## src/rtl/fpsb_pkg.sv

```systemverilog
package fpsb_pkg;

    localparam int FPSB_ADDR_W = 5;
    localparam int FPSB_TAG_W  = 3;

    // An operand holds decode when it is read, pending and not forwardable.
    function automatic logic opnd_blocked(input logic used,
                                          input logic rdy,
                                          input logic byp);
        return used & ~rdy & ~byp;
    endfunction

endpackage

```

## src/rtl/fpsb_entry.sv

```systemverilog
module fpsb_entry #(
    parameter int TAG_W = fpsb_pkg::FPSB_TAG_W
) (
    input  logic             clk,
    input  logic             rst_n,
    input  logic             issue_hit,
    input  logic             cmp_hit,
    input  logic [TAG_W-1:0] cmp_tag,
    output logic             ready,
    output logic [TAG_W-1:0] gen,
    output logic             wr_ok
);

    localparam logic [TAG_W-1:0] GEN_ONE = TAG_W'(1);

    typedef struct packed {
        logic             ready;
        logic [TAG_W-1:0] gen;
    } ent_t;

    ent_t st_d, st_q;

    always_comb begin
        st_d  = st_q;
        wr_ok = cmp_hit && !st_q.ready && (cmp_tag == st_q.gen);
        if (issue_hit) begin
            st_d.ready = 1'b0;
            st_d.gen   = st_q.gen + GEN_ONE;
        end else if (wr_ok) begin
            st_d.ready = 1'b1;
        end
    end

    always_ff @(posedge clk or negedge rst_n) begin
        if (!rst_n) begin
            st_q <= '{ready: 1'b1, gen: '0};
        end else begin
            st_q <= st_d;
        end
    end

    assign ready = st_q.ready;
    assign gen   = st_q.gen;

endmodule

```

## src/rtl/fpsb_hazard.sv

```systemverilog
module fpsb_hazard #(
    parameter int ADDR_W = fpsb_pkg::FPSB_ADDR_W,
    localparam int NREG  = 1 << ADDR_W
) (
    input  logic [NREG-1:0]   rdy_vec,
    input  logic              dec_valid,
    input  logic              dec_use_a,
    input  logic [ADDR_W-1:0] dec_src_a,
    input  logic              dec_byp_a,
    input  logic              dec_use_b,
    input  logic [ADDR_W-1:0] dec_src_b,
    input  logic              dec_byp_b,
    input  logic              dec_wr,
    output logic              stall,
    output logic              issue_wr
);

    logic blk_a, blk_b;

    always_comb begin
        blk_a    = fpsb_pkg::opnd_blocked(dec_use_a, rdy_vec[dec_src_a], dec_byp_a);
        blk_b    = fpsb_pkg::opnd_blocked(dec_use_b, rdy_vec[dec_src_b], dec_byp_b);
        stall    = dec_valid && (blk_a || blk_b);
        issue_wr = dec_valid && !stall && dec_wr;
    end

endmodule

```

## src/rtl/fp_ready_scoreboard.sv

```systemverilog
module fp_ready_scoreboard #(
    parameter int ADDR_W = fpsb_pkg::FPSB_ADDR_W,
    parameter int TAG_W  = fpsb_pkg::FPSB_TAG_W
) (
    input  logic              clk,
    input  logic              rst_n,
    input  logic              dec_valid,
    input  logic              dec_use_a,
    input  logic [ADDR_W-1:0] dec_src_a,
    input  logic              dec_byp_a,
    input  logic              dec_use_b,
    input  logic [ADDR_W-1:0] dec_src_b,
    input  logic              dec_byp_b,
    input  logic              dec_wr,
    input  logic [ADDR_W-1:0] dec_dst,
    output logic              stall,
    output logic [TAG_W-1:0]  iss_tag,
    input  logic              cmp_valid,
    input  logic [ADDR_W-1:0] cmp_dst,
    input  logic [TAG_W-1:0]  cmp_tag,
    output logic              cmp_we
);

    localparam int NREG = 1 << ADDR_W;
    localparam logic [TAG_W-1:0] GEN_ONE = TAG_W'(1);

    logic [NREG-1:0]  rdy_vec;
    logic [NREG-1:0]  ok_vec;
    logic [TAG_W-1:0] gen_vec [NREG];
    logic             issue_wr;

    fpsb_hazard #(.ADDR_W(ADDR_W)) hz_i (
        .rdy_vec   (rdy_vec),
        .dec_valid (dec_valid),
        .dec_use_a (dec_use_a),
        .dec_src_a (dec_src_a),
        .dec_byp_a (dec_byp_a),
        .dec_use_b (dec_use_b),
        .dec_src_b (dec_src_b),
        .dec_byp_b (dec_byp_b),
        .dec_wr    (dec_wr),
        .stall     (stall),
        .issue_wr  (issue_wr)
    );

    for (genvar i = 0; i < NREG; i++) begin : g_ent
        fpsb_entry #(.TAG_W(TAG_W)) ent_i (
            .clk       (clk),
            .rst_n     (rst_n),
            .issue_hit (issue_wr && (dec_dst == ADDR_W'(i))),
            .cmp_hit   (cmp_valid && (cmp_dst == ADDR_W'(i))),
            .cmp_tag   (cmp_tag),
            .ready     (rdy_vec[i]),
            .gen       (gen_vec[i]),
            .wr_ok     (ok_vec[i])
        );
    end

    assign iss_tag = gen_vec[dec_dst] + GEN_ONE;
    assign cmp_we  = |ok_vec;

endmodule

```

## config.mk

```make
export PLATFORM = sky130hd
export DESIGN_NAME = fp_ready_scoreboard
export DESIGN_NICKNAME = d
export VERILOG_FILES = /design/src/rtl/fpsb_pkg.sv /design/src/rtl/fpsb_entry.sv /design/src/rtl/fpsb_hazard.sv /design/src/rtl/fp_ready_scoreboard.sv
export SDC_FILE = /design/constraint.sdc
export NUM_CORES = 1
export LEC_CHECK = 0
export CAP_MARGIN = 10
export CORE_MARGIN = 5
export CORE_UTILIZATION = 25
export DETAILED_ROUTE_END_ITERATION = 8
export PLACE_DENSITY_LB_ADDON = 0.2
export SYNTH_ARGS = -nofsm -noshare
export SYNTH_HDL_FRONTEND = slang
export SYNTH_SLANG_ARGS = --single-unit
```

## constraint.sdc

```tcl
create_clock -name clk -period 3.6 [get_ports clk]
set_input_delay 0.54 -clock clk [delete_from_list [all_inputs] [get_ports clk]]
set_output_delay 0.54 -clock clk [all_outputs]
set_load 0.03 [all_outputs]
```

==> flow_metrics.py <==
metrics = {
    "status": {
        "status": "finished, final reports clean",
    },
    "synthesis": {
        "syn_avg_cell_area_um2": 11.17,
        "synthTopCellsByCount": "dfrtp_1, xor2_1, xnor2_1",
        "ys_warn_count": 0,
        "syn_nets": 820,
        "syn_inst": 755,
        "async_flop_share": 1.000,
        "ys_types": 46,
        "ys.flop_type": "dfrtp_1",
        "ys_seq_area_frac": 0.3846,
        "yosysMostFrequentCell": "dfrtp_1",
        "synth_top_area_cell": "dfrtp_1",
        "synth_top_area_frac": 0.2849,
        "synth_top_cells_by_area": "dfrtp_1, mux4_2, dfstp_2",
        "synth_area_um2": 8433,
        "synth_seq_cells": 128,
        "synth_edf_count": 0,
    },
    "critical_path": {
        "arrival_ps": 2940,
        "crit_type": "in2out",
        "cp_cell_sequence": "clkdlybuf4s50_1 -> nor4bb_1 -> buf_4 -> nand4_1 -> nor3_1 -> nor4_1 -> buf_4 -> nand4_1 -> or3_1 -> buf_12",
        "crit_slowest_cell": "clkdlybuf4s50_1",
        "crit_path_start_kind": "input pin",
        "crit_family": "simple AND/OR/NAND/NOR gates",
        "cp_num_buf_inv": 4,
        "crit_path_max_incr_delay_ps": 520,
        "crit_fanout": 7,
        "crit_required_ps": 3060,
        "critPathCaptureType": "output pin",
    },
    "timing": {
        "worst_slack_ps": 116.3,
        "hold_viol_final": 0,
        "holdWs_ps": 107.0,
        "worst_pin_slew_ps": 754.6,
        "period_share": 0.9677,
        "rsz0062_at_grt": "true",
        "max_freq_mhz": 287.1,
        "post-route-min-period_ps": 3484,
        "drv_slew": 0,
        "finClkSkew_ps": 7.201,
        "slew_headroom": 0.4959,
        "setup_viol": 0,
    },
    "layout": {
        "final_area_um2": 10590,
        "antenna_cells": 0,
        "syn2layout_area_growth_pct": 25.53,
        "multi_input_comb_area_um2": 4975,
        "nFillCells": 3390,
        "layout-drive-gt1-share": 0.2874,
        "nNetsFinal": 909,
        "seq_area_um2": 3243,
    },
    "grt": {
        "grt_remaining_overflow": 0,
        "antenna_found_initial": 0,
        "grt_use_total": 0.1547,
        "grt_pass1_vias": 6484,
        "grt_pass1_wl_mm": 43.81,
        "grt_max_degree": 66,
    },
    "route": {
        "dr.pass1.iters": 4,
        "post_drt_wl_per_cell_um": 22.00,
        "vias": 6346,
        "drcViolationCount": 0,
        "vias_per_cell": 4.867,
        "drt-total-wl_mm": 28.69,
        "drt_iter0_drc": 467,
        "detail-route-antenna-nets": 0,
    },
    "placement": {
        "postPlaceCellArea_um2": 9883,
        "place_hpwl_mm": 21.42,
        "place_congestion": 0.8301,
        "port_buffers": 36,
        "place_ws_ps": -31.20,
    },
    "floorplan": {
        "ios": 37,
        "core.rowCount": 67,
        "die_h_um": 193.7,
        "dieArea_um2": 37510,
        "coreArea_um2": 33450,
        "start_util": 0.2521,
        "die_x_um": 193.7,
    },
    "clocking": {
        "postCtsHoldBufs": 0,
        "clock_latency_ps": 430,
        "cts_sinks": 128,
        "clk_pin_slew_ps": 60,
        "htree_levels": 4,
        "cts-root-buf": "clkbuf_16",
        "cts_tree": "done",
        "clock_path_buffers": 2,
        "numCtsBuffers": 17,
    },
    "power": {
        "peakVddDrop_mv": 0.3129,
        "p_per_area_nw_per_um2": 439.0,
        "p_total_mw": 4.648,
        "leakagePower_nw": 4.679,
    },
    "hold_path": {
        "hold_class": "in2async",
    },
    "flow_run": {
        "cap_violations": 0,
    },
}
==> timing repair <==
item | 4_1_cts | 5_1_grt
setup buffers | 1 | 0
endpoints found under the hold margin | 0 | 0
gates resized for setup | 0 | 4
endpoints found under the setup margin | 1 | 2
==> layout by cell type, fill, tap and decap left out, types with 6 or more instances in the layout <==
| master | Yosys | routed |
|---|---|---|
| mux2i_1 | 12 | 11 |
| clkdlybuf4s50_1 | 0 | 24 |
| nor3_2 | 10 | 10 |
| mux2_2 | 23 | 23 |
| bufinv_16 | 0 | 6 |
| buf_12 | 0 | 14 |
| nor2_1 | 52 | 52 |
| mux4_2 | 42 | 42 |
| ha_1 | 33 | 33 |
| nand2_1 | 29 | 29 |
| dfrtp_1 | 96 | 96 |
| inv_1 | 14 | 14 |
| clkbuf_16 | 0 | 17 |
| nand4_1 | 15 | 15 |
| a21oi_1 | 11 | 11 |
| xor2_1 | 88 | 88 |
| nand3_1 | 35 | 35 |
| nor2b_1 | 8 | 8 |
| xnor2_1 | 73 | 72 |
| mux2_4 | 10 | 10 |
| dfstp_2 | 32 | 32 |
| nor4_1 | 36 | 35 |
| nor3_1 | 39 | 39 |
| buf_4 | 5 | 69 |
==> cell families (layout without fill, tap and decap cells) <==
logic type                 after synthesis  in the layout  share of synthesized area
AOI/OAI and AO/OA                       39             39                    0.03442
xor gates and xnor gates               161            161                     0.1672
adders and majority gates               33             33                    0.04896
buffers and inverters                   58            159                    0.03234
DFF                                    128            128                     0.3846
muxes                                   87             87                     0.1749
and+or+nand+nor                        249            249                     0.1576
==> final timing paths <==
path | from | end | slack, ps | cells after the start
worst max-delay path | cmp_dst[3] | cmp_we | 120 | 10
worst min-delay path | rst_n | g_ent[9].ent_i.gen[0] | 110 | 1
worst max register to register | g_ent[22].ent_i.ready | g_ent[12].ent_i.gen[1] | 390 | 9
worst min register to register | g_ent[31].ent_i.ready | g_ent[31].ent_i.ready | 510 | 2
max in group asynchronous | rst_n | g_ent[13].ent_i.ready | 2620 | 2
min in group clk | g_ent[31].ent_i.ready | g_ent[31].ent_i.ready | 510 | 2
==> state kept, by name (all words and copies together) (netlist names) <==
register / count
g_ent.ent_i.ready: 32
g_ent.ent_i.gen: 96
==> stage by stage <==
step,cells,TNS [ps],utilization
floorplan,755,0,-
global placement,1272,-38.85,0.2955
detailed placement,1272,-54.25,0.2955
CTS,1304,0,0.3157
global route,1304,-6.428,0.3165
finish,1304,0,0.3165
==> where the power goes <==
group	internal, mW	switching [mW]
Sequential	1.60	0.224
Combinational	0.429	0.407
Clock	1.33	0.654
Total	3.36	1.29
==> area by class of cell <==
| class | instances | share of cell area |
|---|---|---|
| tap | 448 | 0.05295 |
| timing repair buffer | 114 | 0.1027 |
| inverter | 14 | 0.004964 |
| sequential | 128 | 0.3063 |
| clock buffer | 21 | 0.04349 |
| clock inverter | 10 | 0.01962 |
| multi-input combinational | 569 | 0.4699 |
==> routing by layer <==
layer	wire length, um	up-vias	GRT usage
li1	-	2919	-
met5	0	-	0
met3	1402	29	0.03319
met1	13540	3231	0.2163
met2	13140	167	0.2414
met4	607	0	0.04694
(Power assumes the default switching activity.)
